--- src/rtl/dct_pkg.sv ---
package dct_pkg;

  typedef enum logic [2:0] {
    CMD_MRS = 3'b000,
    CMD_REF = 3'b001,
    CMD_PRE = 3'b010,
    CMD_ACT = 3'b011,
    CMD_WR  = 3'b100,
    CMD_RD  = 3'b101,
    CMD_BST = 3'b110,
    CMD_NOP = 3'b111
  } cmd_e;

  typedef enum logic [1:0] {
    PWR_RUN  = 2'd0,
    PWR_PPD  = 2'd1,
    PWR_APD  = 2'd2,
    PWR_SREF = 2'd3
  } pwr_e;

  // A deselected cycle is a no-operation; otherwise the three strobes are the code.
  function automatic cmd_e decode_cmd(input logic cs_n, input logic ras_n,
                                      input logic cas_n, input logic we_n);
    if (cs_n) return CMD_NOP;
    return cmd_e'({ras_n, cas_n, we_n});
  endfunction

  function automatic logic is_access(input cmd_e c);
    return (c == CMD_RD) || (c == CMD_WR);
  endfunction

  // Low-power mode chosen on the edge where clock enable is first seen low.
  function automatic pwr_e classify_entry(input logic any_open, input logic is_ref);
    if (any_open) return PWR_APD;
    if (is_ref)   return PWR_SREF;
    return PWR_PPD;
  endfunction

endpackage

--- src/rtl/dct_cmd_decode.sv ---
module dct_cmd_decode
  import dct_pkg::*;
#(
  parameter int NUM_BANKS = 4,
  parameter int BA_W      = 2
) (
  input  logic                 cs_n,
  input  logic                 ras_n,
  input  logic                 cas_n,
  input  logic                 we_n,
  input  logic [BA_W-1:0]      ba,
  output cmd_e                 cmd,
  output logic                 is_acc,
  output logic [NUM_BANKS-1:0] bank_sel
);

  always_comb begin
    cmd    = decode_cmd(cs_n, ras_n, cas_n, we_n);
    is_acc = is_access(cmd);
  end

  for (genvar i = 0; i < NUM_BANKS; i++) begin : g_sel
    assign bank_sel[i] = (ba == BA_W'(i));
  end

endmodule

--- src/rtl/dct_bank_slot.sv ---
module dct_bank_slot #(
  parameter int ROW_W = 13
) (
  input  logic             clk,
  input  logic             rst,
  input  logic             open_evt,
  input  logic             close_evt,
  input  logic [ROW_W-1:0] row_in,
  output logic             active,
  output logic [ROW_W-1:0] row
);

  always_ff @(posedge clk) begin
    if (rst) begin
      active <= 1'b0;
      row    <= '0;
    end else if (close_evt) begin
      active <= 1'b0;
      row    <= '0;
    end else if (open_evt) begin
      active <= 1'b1;
      row    <= row_in;
    end
  end

  assert_open_row_R2: assert property (@(posedge clk) disable iff (rst)
    (open_evt && !close_evt) |=> (active && row == $past(row_in)));

  assert_idle_row_zero_R2: assert property (@(posedge clk) disable iff (rst)
    !active |-> (row == '0));

endmodule

--- src/rtl/dct_burst_ctrl.sv ---
module dct_burst_ctrl #(
  parameter int BURST_LEN = 4,
  parameter int BA_W      = 2,
  localparam int CNT_W    = $clog2(BURST_LEN + 1)
) (
  input  logic            clk,
  input  logic            rst,
  input  logic            abort,
  input  logic            start,
  input  logic            start_ap,
  input  logic [BA_W-1:0] start_bank,
  input  logic            bst,
  input  logic            pre_hit,
  output logic            busy,
  output logic            ap_fire,
  output logic [BA_W-1:0] ap_bank
);

  logic [CNT_W-1:0] cnt, cnt_n;
  logic             pend, pend_n;
  logic [BA_W-1:0]  bank_n;

  always_comb begin
    cnt_n   = cnt;
    pend_n  = pend;
    bank_n  = ap_bank;
    ap_fire = 1'b0;
    if (abort) begin
      cnt_n  = '0;
      pend_n = 1'b0;
    end else if (start) begin
      ap_fire = pend && (ap_bank != start_bank);
      cnt_n   = CNT_W'(BURST_LEN);
      pend_n  = start_ap;
      bank_n  = start_bank;
    end else if (bst) begin
      ap_fire = pend;
      cnt_n   = '0;
      pend_n  = 1'b0;
    end else begin
      if (cnt == CNT_W'(1)) begin
        ap_fire = pend && !pre_hit;
        cnt_n   = '0;
        pend_n  = 1'b0;
      end else if (cnt != '0) begin
        cnt_n = cnt - CNT_W'(1);
      end
      if (pre_hit) pend_n = 1'b0;
    end
  end

  always_ff @(posedge clk) begin
    if (rst) begin
      cnt     <= '0;
      pend    <= 1'b0;
      ap_bank <= '0;
    end else begin
      cnt     <= cnt_n;
      pend    <= pend_n;
      ap_bank <= bank_n;
    end
  end

  assign busy = (cnt != '0);

  always_comb begin
    assert_cnt_range_R7: assert (rst || cnt <= CNT_W'(BURST_LEN));
  end

  assert_start_busy_R7: assert property (@(posedge clk) disable iff (rst)
    start |=> busy);

  assert_abort_idle_R9: assert property (@(posedge clk) disable iff (rst)
    abort |=> (!busy && !pend));

endmodule

--- src/rtl/dct_power_fsm.sv ---
module dct_power_fsm
  import dct_pkg::*;
(
  input  logic clk,
  input  logic rst,
  input  logic cke,
  input  logic any_open,
  input  logic is_ref,
  output pwr_e mode,
  output logic exec,
  output logic pd_entry,
  output logic pd_exit
);

  always_comb begin
    exec     = (mode == PWR_RUN) && cke;
    pd_entry = (mode == PWR_RUN) && !cke;
    pd_exit  = (mode != PWR_RUN) && cke;
  end

  always_ff @(posedge clk) begin
    if (rst)           mode <= PWR_RUN;
    else if (pd_entry) mode <= classify_entry(any_open, is_ref);
    else if (pd_exit)  mode <= PWR_RUN;
  end

  assert_run_hold_R8: assert property (@(posedge clk) disable iff (rst)
    (mode == PWR_RUN && cke) |=> (mode == PWR_RUN));

  assert_low_hold_R10: assert property (@(posedge clk) disable iff (rst)
    (mode != PWR_RUN && !cke) |=> $stable(mode));

endmodule

--- src/rtl/dram_cmd_tracker.sv ---
module dram_cmd_tracker
  import dct_pkg::*;
#(
  parameter int NUM_BANKS = 4,
  parameter int ROW_W     = 13,
  parameter int BURST_LEN = 4,
  parameter int AP_BIT    = 10,
  localparam int BA_W     = $clog2(NUM_BANKS)
) (
  input  logic                       clk,
  input  logic                       rst,
  input  logic                       cke,
  input  logic                       cs_n,
  input  logic                       ras_n,
  input  logic                       cas_n,
  input  logic                       we_n,
  input  logic [BA_W-1:0]            ba,
  input  logic [ROW_W-1:0]           addr,
  output logic [NUM_BANKS-1:0]       bank_active,
  output logic [NUM_BANKS*ROW_W-1:0] open_rows,
  output logic [1:0]                 pwr_mode,
  output logic [BA_W-1:0]            mr_sel,
  output logic [ROW_W-1:0]           mr_op,
  output logic                       mr_valid,
  output logic [3:0]                 err_flags
);

  cmd_e                 cmd;
  logic                 is_acc;
  logic [NUM_BANKS-1:0] bank_sel;
  pwr_e                 mode;
  logic                 exec, pd_entry, pd_exit;
  logic                 burst_busy, ap_fire;
  logic [BA_W-1:0]      ap_bank;

  // Named internal events
  logic any_open, tgt_open, ap_flag;
  logic ev_act, ev_pre, ev_acc, ev_ref, ev_mrs, ev_bst;
  logic start, pre_hit;
  logic err_rw_idle, err_reopen, err_ref_open, err_cke_burst;
  logic [NUM_BANKS-1:0] open_evt, close_evt;

  dct_cmd_decode #(.NUM_BANKS(NUM_BANKS), .BA_W(BA_W)) u_dec (
    .cs_n(cs_n), .ras_n(ras_n), .cas_n(cas_n), .we_n(we_n),
    .ba(ba), .cmd(cmd), .is_acc(is_acc), .bank_sel(bank_sel)
  );

  always_comb begin
    any_open = |bank_active;
    tgt_open = |(bank_active & bank_sel);
    ap_flag  = addr[AP_BIT];
    ev_act   = exec && (cmd == CMD_ACT);
    ev_pre   = exec && (cmd == CMD_PRE);
    ev_acc   = exec && is_acc;
    ev_ref   = exec && (cmd == CMD_REF);
    ev_mrs   = exec && (cmd == CMD_MRS);
    ev_bst   = exec && (cmd == CMD_BST);
    start    = ev_acc && tgt_open;
    pre_hit  = ev_pre && (ap_flag || (ap_bank == ba));
    err_rw_idle   = ev_acc && !tgt_open;
    err_reopen    = ev_act && tgt_open;
    err_ref_open  = ev_ref && any_open;
    err_cke_burst = pd_entry && burst_busy;
  end

  dct_power_fsm u_pwr (
    .clk(clk), .rst(rst), .cke(cke), .any_open(any_open),
    .is_ref(cmd == CMD_REF), .mode(mode), .exec(exec),
    .pd_entry(pd_entry), .pd_exit(pd_exit)
  );

  dct_burst_ctrl #(.BURST_LEN(BURST_LEN), .BA_W(BA_W)) u_burst (
    .clk(clk), .rst(rst), .abort(pd_entry), .start(start),
    .start_ap(ap_flag), .start_bank(ba), .bst(ev_bst), .pre_hit(pre_hit),
    .busy(burst_busy), .ap_fire(ap_fire), .ap_bank(ap_bank)
  );

  for (genvar i = 0; i < NUM_BANKS; i++) begin : g_bank
    assign open_evt[i]  = ev_act && bank_sel[i] && !bank_active[i];
    assign close_evt[i] = pd_exit
                        || (ev_pre && (ap_flag || bank_sel[i]))
                        || (ap_fire && (ap_bank == BA_W'(i)));
    dct_bank_slot #(.ROW_W(ROW_W)) u_slot (
      .clk(clk), .rst(rst), .open_evt(open_evt[i]), .close_evt(close_evt[i]),
      .row_in(addr), .active(bank_active[i]), .row(open_rows[i*ROW_W +: ROW_W])
    );
  end

  always_ff @(posedge clk) begin
    if (rst) begin
      mr_sel    <= '0;
      mr_op     <= '0;
      mr_valid  <= 1'b0;
      err_flags <= '0;
    end else begin
      if (ev_mrs) begin
        mr_sel   <= ba;
        mr_op    <= addr;
        mr_valid <= 1'b1;
      end
      err_flags <= err_flags | {err_cke_burst, err_ref_open, err_reopen, err_rw_idle};
    end
  end

  assign pwr_mode = mode;

  assert_cs_ignored_R1: assert property (@(posedge clk) disable iff (rst)
    (cs_n && mode == PWR_RUN && cke && !ap_fire) |=> $stable(bank_active));

  assert_pre_all_R3: assert property (@(posedge clk) disable iff (rst)
    (ev_pre && ap_flag) |=> (bank_active == '0));

  assert_err_sticky_R5: assert property (@(posedge clk) disable iff (rst)
    !rst |=> ((err_flags & $past(err_flags)) == $past(err_flags)));

  assert_apd_open_R8: assert property (@(posedge clk) disable iff (rst)
    (mode == PWR_APD) |-> any_open);

  assert_idle_pd_R8: assert property (@(posedge clk) disable iff (rst)
    (mode == PWR_PPD || mode == PWR_SREF) |-> (bank_active == '0));

  assert_cke_err_R9: assert property (@(posedge clk) disable iff (rst)
    (pd_entry && burst_busy) |=> err_flags[3]);

  assert_wake_R10: assert property (@(posedge clk) disable iff (rst)
    (mode != PWR_RUN && cke) |=> (mode == PWR_RUN && bank_active == '0));

endmodule

--- config.mk ---
export PLATFORM = sky130hd
export DESIGN_NAME = dram_cmd_tracker
export DESIGN_NICKNAME = d
export VERILOG_FILES = /design/src/rtl/dct_pkg.sv /design/src/rtl/dct_cmd_decode.sv /design/src/rtl/dct_bank_slot.sv /design/src/rtl/dct_burst_ctrl.sv /design/src/rtl/dct_power_fsm.sv /design/src/rtl/dram_cmd_tracker.sv
export SDC_FILE = /design/constraint.sdc
export NUM_CORES = 1
export LEC_CHECK = 0
export ABC_CLOCK_PERIOD_IN_PS = 3700
export BUFFER_PORTS_ARGS = -buffer_cell sky130_fd_sc_hd__clkbuf_2
export CORE_ASPECT_RATIO = 0.7
export CORE_UTILIZATION = 41
export CTS_CLUSTER_DIAMETER = 100
export DETAILED_ROUTE_END_ITERATION = 10
export PLACE_DENSITY_LB_ADDON = 0.25
export RECOVER_POWER = 100
export SYNTH_ARGS = -nofsm -noshare
export SYNTH_HDL_FRONTEND = slang
export SYNTH_SLANG_ARGS = --single-unit
--- constraint.sdc ---
create_clock -name clk -period 3.7 [get_ports clk]
set_input_delay 0.925 -clock clk [delete_from_list [all_inputs] [get_ports clk]]
set_output_delay 0.925 -clock clk [all_outputs]
set_load 0.05 [all_outputs]
* Word level (Yosys, flattened, before mapping)
Index checks and enable logic that the tools add are counted. Widths: inputs -> output; s select.
Cells by class: $add $sub $neg 1, eq/ne operators 15, muxes and demuxes 28, bitwise operators 3, reductions and logical operators 72
Operators by type and width (number):
- $logic_and 1x1->1 | 33
- $mux 3 | 6
- $mux 1 | 16
- $logic_or 1x1->1 | 14
- $mux 2 | 6
- $reduce_or 2->1 | 5
- $eq 3x3->1 const B | 3
- $eq 2x2->1 const B | 4
- $reduce_bool 4->1 | 2
- $reduce_or 4->1 | 2
- $logic_not 1->1 | 7
- $eq 3x1->1 const B | 2
- $eq 3x2->1 const B | 2
- $logic_not 2->1 | 3
- $reduce_or 5->1 | 1
- $and 4x4->4 | 1
- $eq 2x1->1 const B | 2
- $or 4x4->4 | 1
- $reduce_bool 2->1 | 2
- $logic_not 3->1 | 1
- $reduce_bool 3->1 | 1
- $sub 3x1->3 const B | 1
- $eq 2x2->1 | 1
- $ne 2x2->1 | 1
- 2 further kinds | 2
Word-level totals: register bits after elaboration 84, output and inout bits 78, logic and storage cells 136

* Logic depth before layout (Yosys ltp)
Gate-level depths: netlist of run 1.
depth in word-level cells 14, gate-level depth with buffers 9, mapped depth without buffers 7

* Modules after synthesis
A second synthesis of run 1 with hierarchy kept.
Unflattened totals: cell total of the unflattened synthesis 365, area total of the unflattened synthesis 3485.8 µm²
Modules (own cells, without submodules):
- dct_bank_slot | times used 4, cells an instance 47, area an instance 518.0 µm²
- dram_cmd_tracker | times used 1, cells an instance 117, area an instance 903.4 µm²
- dct_burst_ctrl | times used 1, cells an instance 37, area an instance 331.6 µm²
- dct_power_fsm | times used 1, cells an instance 15, area an instance 126.4 µm²
- dct_cmd_decode | times used 1, cells an instance 8, area an instance 52.6 µm²

* Worst setup path after synthesis of run 1
No wires, ideal clock.
path type input -> register, start point input port cke, end point register g_bank[2].u_slot.row[10], arrival time 2.383 ns, data required time 3.627 ns, setup slack 1.244 ns, stages on the path 8, path buffers 2, path through ha_1 and4bb_4 nand2_4 or4_1 buf_2 buf_6 mux2i_1 nor3b_2
Between the ends: word-level cells in the longest chain between the ends 12
RTL lines:
- from (decl) | line dram_cmd_tracker.sv:12 | input logic cke,
- $logic_and 1x1->1 | line dct_power_fsm.sv:16 | exec = (mode == PWR_RUN) && cke;
- $logic_and 1x1->1 | line dram_cmd_tracker.sv:53 | ev_pre = exec && (cmd == CMD_PRE);
- $logic_and 1x1->1 | line dram_cmd_tracker.sv:59 | pre_hit = ev_pre && (ap_flag || (ap_bank == ba));
- $logic_not 1->1 | line dct_burst_ctrl.sv:42 | ap_fire = pend && !pre_hit;
- $logic_and 1x1->1 | line dct_burst_ctrl.sv:42
- $mux 1 | line dct_burst_ctrl.sv:41 | if (cnt == CNT_W'(1)) begin
- $mux 1 | line dct_burst_ctrl.sv:36 | end else if (bst) begin
- $mux 1 | line dct_burst_ctrl.sv:31 | end else if (start) begin
- $mux 1 | line dct_burst_ctrl.sv:28 | if (abort) begin
- $logic_and 1x1->1 | line dram_cmd_tracker.sv:82 | || (ap_fire && (ap_bank == BA_W'(i)));
- $logic_or 1x1->1 | line dram_cmd_tracker.sv:82
- $reduce_or 2->1 (no line)
- to (signal assigned) | line dct_bank_slot.sv:22 | row <= row_in;
- to (decl) | line dct_bank_slot.sv:10 | output logic [ROW_W-1:0] row
Parallel ways exist; a longest one is shown, timed or not. A chain may end at the register's enable or synchronous reset.

* Worst setup path in the final report of run 1
start point input port ba[0], end point register g_bank[3].u_slot.row[7]
Between the ends: word-level cells in the longest chain between the ends 12
RTL lines:
- from (decl) | line dram_cmd_tracker.sv:17 | input logic [BA_W-1:0] ba,
- $eq 2x2->1 | line dram_cmd_tracker.sv:59
- $logic_or 1x1->1 | line dram_cmd_tracker.sv:59
- $logic_and 1x1->1 | line dram_cmd_tracker.sv:59
- $logic_not 1->1 | line dct_burst_ctrl.sv:42
- $logic_and 1x1->1 | line dct_burst_ctrl.sv:42
- $mux 1 | line dct_burst_ctrl.sv:41
- $mux 1 | line dct_burst_ctrl.sv:36
- $mux 1 | line dct_burst_ctrl.sv:31
- $mux 1 | line dct_burst_ctrl.sv:28
- $logic_and 1x1->1 | line dram_cmd_tracker.sv:82
- $logic_or 1x1->1 | line dram_cmd_tracker.sv:82
- $reduce_or 2->1 (no line)
- to (signal assigned) | line dct_bank_slot.sv:22
- to (decl) | line dct_bank_slot.sv:10
Parallel ways exist; a longest one is shown, timed or not.

==> flow_summary.toml, run 1 <==
[logic_synthesis]
ys_seq_area_share_pct = 44.3
syn-instance-count = 368
synth_area_sq_um = 3790
synth_edf_count = 0
yosysUniqueCellTypes = 43
synthArstFlopShare_pct = 0
yosys-top-cells-count = "dfxtp_1, mux2i_1, nand2_1"
synth_top_flop_cell = "dfxtp_1"
postSynthAreaPerCell_sq_um = 10.3
synth_top_area_share_pct = 44.3
syn_nets = 396
ys_warn_count = 0
synth.area.top_cells = "dfxtp_1, mux2i_1, nor3b_2"
yosysMostFrequentCell = "dfxtp_1"
synth_seq_cells = 84
yosys.area.top_type = "dfxtp_1"

[finish]
ff_latch_area_sq_um = 1680
multi_input_area_sq_um = 1770
finalNetCount = 483
area_growth_pct = 14.9
final_core_util_pct = 50.0
final_cells = 578
n_fill_cell = 881
drive_gt1_share_pct = 11.8
antennaDiodeCount = 0
design_area_sq_um = 4360

[place]
dp.cells = 564
gp_congestion = 0.813
placed_area_sq_um = 4310
pre_cts_ws_ps = 614
hpwlAfterDp_mm = 6.86
port_buffers = 99

[drt]
drc_errors = 0
drt-wirelength-per-cell_um = 16.1
antenna_left = 0
vias_per_cell = 5.05
first_pass_iters = 4
vias = 2917
drtIter0Drc = 158
drt_wl_total_mm = 9.31

[setup_path]
critPathTopFamily = "simple AND/OR/NAND/NOR gates"
critPathMaxStageDelay_ps = 640
worst_ep_arrival_time_ps = 3280
cp_max_fo = 14
critPathKind = "primary input to register"
end_kind = "register"
crit_buf_inv = 1
cp-start-kind = "primary input"
path_cells = "clkbuf_1 -> mux4_2 -> and2_0 -> nor2b_1 -> a21oi_2 -> nor3_1"
required_ps = 3950
critPathSlowestCell = "mux4_2"

[cts]
cts_sinks = 84
path_clk_slew_ps = 60
cts_buffers = 9
cts_hold_buf = 0
htreeDepth = 3
clk-insertion-delay-late_ps = 330
ctsResizeCount = 0
post-cts-setup-buffers = 0
cts_buffer_depth = 2
root_buffer = "clkbuf_16"
cts_tree = "built"

[sta]
max_freq_mhz = 329
rsz0062_at_grt = "false"
tightest_slew_ps = 817
relSlewSlack_pct = 45.5
slew_viol_final = 0
hold_viol_final = 0
finalSetupViolations = 0
hold_slack_ps = 453
setup_tns_ps = 0
clock-skew-final_ps = 3.70
min_period_ps = 3040
period_share_pct = 82.1
setup_ws_ps = 662

[run_status]
status = "finished, final reports clean"

[floorplanning]
num_rows = 28
chipWidth_um = 117
io_pins = 100
core_area_sq_um = 8720
fp.dieArea_sq_um = 9650
die_y_um = 82.5
start_util_pct = 43.5

[grt]
first_global_vias = 2650
grt_overflow = 0
grt_pass1_wl_mm = 14.1
track_usage_pct = 20.1
grt_max_degree = 27
antenna_found_initial = 0

[power_and_ir_drop]
finalPower_mw = 1.97
p_leak_nw = 1.72
power_density_nw_per_um2 = 452
max-vdd-ir-drop_mv = 0.194

[hold_path]
worst_hold_path_type = "register to register"

[job]
maxCapViolations = 0
-- power by group --
part / switching (mW) / total (mW) / internal, mW
Clock: 0.330 / 0.881 / 0.551
Combinational: 0.114 / 0.169 / 0.0551
Sequential: 0.00697 / 0.922 / 0.915
-- path summary, 6_finish.rpt --
| kind | from | end | slack (ps) | depth (start not counted) |
|---|---|---|---|---|
| setup / recovery | ba[0] | g_bank[3].u_slot.row[7]$_SDFFE_PP0P_ | 660 | 6 |
| hold / removal | mr_op[6]$_SDFFE_PP0P_ | mr_op[6]$_SDFFE_PP0P_ | 450 | 2 |
| setup reg to reg | u_pwr.mode[0]$_SDFFE_PP0P_ | g_bank[2].u_slot.row[8]$_SDFFE_PP0P_ | 1230 | 7 |
| hold reg to reg | mr_op[6]$_SDFFE_PP0P_ | mr_op[6]$_SDFFE_PP0P_ | 450 | 2 |
-- layout make-up --
cell class	count	area share, %
well taps	120	3.44
clock buffers	12	5.88
multi-input cells	247	40.6
repair buffers	105	10.0
clock inverters	2	0.803
flip-flops and latches	84	38.6
inverters	8	0.689
-- cells by family after synthesis --
| group | share of synthesized area (%) |
|---|---|
| AO/OA/AOI/OAI | 7.35 |
| XOR/XNOR | 0.693 |
| adder cells (fa/ha/maj) | 1.98 |
| buffers and inverters | 5.47 |
| flip-flops | 44.3 |
| multiplexers | 15.1 |
| AND/OR/NAND/NOR | 25.1 |
-- cell usage in the layout (no fill, tap or decap), drive strengths merged, types with 6 or more instances in the layout --
cell type,instances
nor2,22
dfxtp,84
nand2,35
nor3b,40
ha,6
o21ai,7
clkbuf,112
mux2i,55
a21oi,28
inv,8
nor3,15
-- worst min-delay path: cells and delay by family, from the launching register on --
kind	cells	cell delay, ps
AND/OR/NAND/NOR	1	50
AO/OA/AOI/OAI	1	50
flip-flops	1	310
-- state kept, by name (all words and copies together) (netlist names) --
name                  flops
u_pwr.mode                2
mr_sel                    2
mr_valid                  1
u_burst.ap_bank           2
mr_op                    13
g_bank.u_slot.row        52
u_burst.cnt               3
u_burst.pend              1
g_bank.u_slot.active      4
err_flags                 4
-- metal layers --
metal  track usage [%]  part of all wire [%]  vias up
met1              28.7                    51     1364
met4              5.70                   1.0        0
li1                  -                     -     1445
met3              7.23                   8.2        9
met5                 0                     0        -
met2              28.0                    40       99
(Power assumes the default switching activity.)
==> run 2, diff against run 1 <==
--- a/config.mk
+++ b/config.mk
@@ -5,7 +5,7 @@
 export SDC_FILE = /design/constraint.sdc
 export NUM_CORES = 1
 export LEC_CHECK = 0
-export ABC_CLOCK_PERIOD_IN_PS = 3700
+export ABC_CLOCK_PERIOD_IN_PS = 2900
 export BUFFER_PORTS_ARGS = -buffer_cell sky130_fd_sc_hd__clkbuf_2
 export CORE_ASPECT_RATIO = 0.7
 export CORE_UTILIZATION = 41
==> constraint.sdc (replaced) <==
create_clock -name clk -period 2.9 [get_ports clk]
set_input_delay 0.725 -clock clk [delete_from_list [all_inputs] [get_ports clk]]
set_output_delay 0.725 -clock clk [all_outputs]
set_load 0.05 [all_outputs]
==> flow_summary.toml, run 2 (synthesis results as in run 1) <==
[cts]
cts_buffer_depth = 2
root_buffer = "clkbuf_16"
ctsResizeCount = 0
cts_buffers = 9
cts_sinks = 84
post-cts-setup-buffers = 0
clk-insertion-delay-late_ps = 340
cts_hold_buf = 0
cts_tree = "built"
path_clk_slew_ps = 60
htreeDepth = 3

[finish]
largest_reg_flops = 52
top_register = "g_bank.u_slot.row"
final_core_util_pct = 50.6
area_growth_pct = 16.4
finalNetCount = 490
antennaDiodeCount = 0
reg_top3 = "g_bank.u_slot.row: 52 flops, mr_op: 13 flops"
final_cell_mix = "dfxtp_1, clkbuf_1, mux2i_1"
final_common_cell = "dfxtp_1"
drive_gt1_share_pct = 13.1

[grt]
grt_pass1_wl_mm = 14.8
first_global_vias = 2766
track_usage_pct = 20.8
grt_overflow = 0
antenna_found_initial = 0
grt_max_degree = 27

[drt]
drtIter0Drc = 181
antenna_left = 0
first_pass_iters = 4
drt-wirelength-per-cell_um = 16.1
vias = 2976
drt_wl_total_mm = 9.46
vias_per_cell = 5.07
drc_errors = 0

[setup_path]
critPathSlowestCell = "mux4_2"
required_ps = 3150
path_cells = "clkbuf_1 -> mux4_2 -> and2_0 -> nor2b_1 -> a21oi_2 -> clkbuf_1 -> nor3b_1"
cp-start-kind = "primary input"
critPathKind = "primary input to register"
critPathLaunch = "ba[0]"
end_kind = "register"
rr_worst_depth = 8
r2r_start = "u_pwr.mode[0]$_SDFFE_PP0P_"
r2r_end = "g_bank[0].u_slot.row[1]$_SDFFE_PP0P_"
r2r_slack_ps = 560
critPathMaxStageDelay_ps = 560
cp_max_fo = 14
worstSetupEndpoint = "g_bank[0].u_slot.row[1]$_SDFFE_PP0P_"
worst_ep_arrival_time_ps = 2720
crit_path_frequent_cell = "clkbuf_1"

[floorplanning]
io_pins = 100
num_rows = 28
core_area_sq_um = 8720
die_y_um = 82.5
chipWidth_um = 117
fp.dieArea_sq_um = 9650
start_util_pct = 43.5

[sta]
min_period_ps = 2470
rsz0062_at_grt = "false"
setup_ws_ps = 433
period_share_pct = 85.1
slew_viol_final = 0
relSlewSlack_pct = 46.2
hold_viol_final = 0
clock-skew-final_ps = 5.50
max_freq_mhz = 405
setup_tns_ps = 0
tightest_slew_ps = 807
finalSetupViolations = 0

[power_and_ir_drop]
max-vdd-ir-drop_mv = 0.342
p_leak_nw = 1.74
finalPower_mw = 2.54
power_density_nw_per_um2 = 575

[run_status]
status = "finished, final reports clean"

[hold_path]
min_from = "mr_op[9]$_SDFFE_PP0P_"
worst_hold_path_type = "register to register"

[place]
pre_cts_ws_ps = 275
port_buffers = 99
gp_congestion = 0.844
hpwlAfterDp_mm = 7.02

[job]
maxCapViolations = 0
==> run 2: changes by cell type in the layout (fill, tap and decap cells not counted), sizes merged <==
cell      before  now
clkinv         1    2
buf            5   10
clkinvlp       0    4
clkbuf       112  111
==> run 2: area by class of cell <==
cell class | instances | area (sq um)
fill | 884 | 4310
multi-input combinational | 247 | 1770
sequential | 84 | 1680
timing repair buffer | 112 | 484
clock buffer | 9 | 225
tap | 120 | 150
clock inverter | 7 | 77.6
inverter | 8 | 30.0
==> run 2: how the worst min path moves through the flow <==
stage	slack, ps	depth (start not counted)	to
detailed placement	450	2	mr_op[9]$_SDFFE_PP0P_
CTS	460	2	mr_op[9]$_SDFFE_PP0P_
global placement	440	2	mr_op[12]$_SDFFE_PP0P_
floorplan	450	2	u_burst.pend$_SDFFE_PP0P_
global route	470	2	mr_op[9]$_SDFFE_PP0P_
finish	460	2	mr_op[9]$_SDFFE_PP0P_
==> run 2: critical path, delay by kind of cell <==
family                 cells  cell delay [ps]
muxes                      1              560
and+or+nand+nor            3              890
AOI/OAI and AO/OA          1               90
buffers and inverters      2              440
==> run 2: where the power goes <==
part           total [mW]  leakage (nW)  internal (mW)  switching, mW
clock network        1.14         0.134          0.669          0.473
registers            1.18         0.677           1.17        0.00878
logic               0.221         0.927         0.0732          0.147
total                2.54          1.74           1.91          0.629
==> run 2: stage by stage <==
stage	std cells	hold WS, ps	cell area (sq um)
after floorplan	368	451	3790
after global placement	571	441	4360
after detailed placement	571	448	4360
after CTS	587	457	4660
after global routing	587	474	4410
final	587	456	4410
==> run 2: layer usage <==
metal | track usage (%) | vias up | wire length, um
met4 | 6.46 | 0 | 115
met3 | 6.06 | 13 | 754
li1 | - | 1459 | -
met1 | 30.4 | 1407 | 4760
met5 | 0 | - | 0
met2 | 29.2 | 97 | 3830
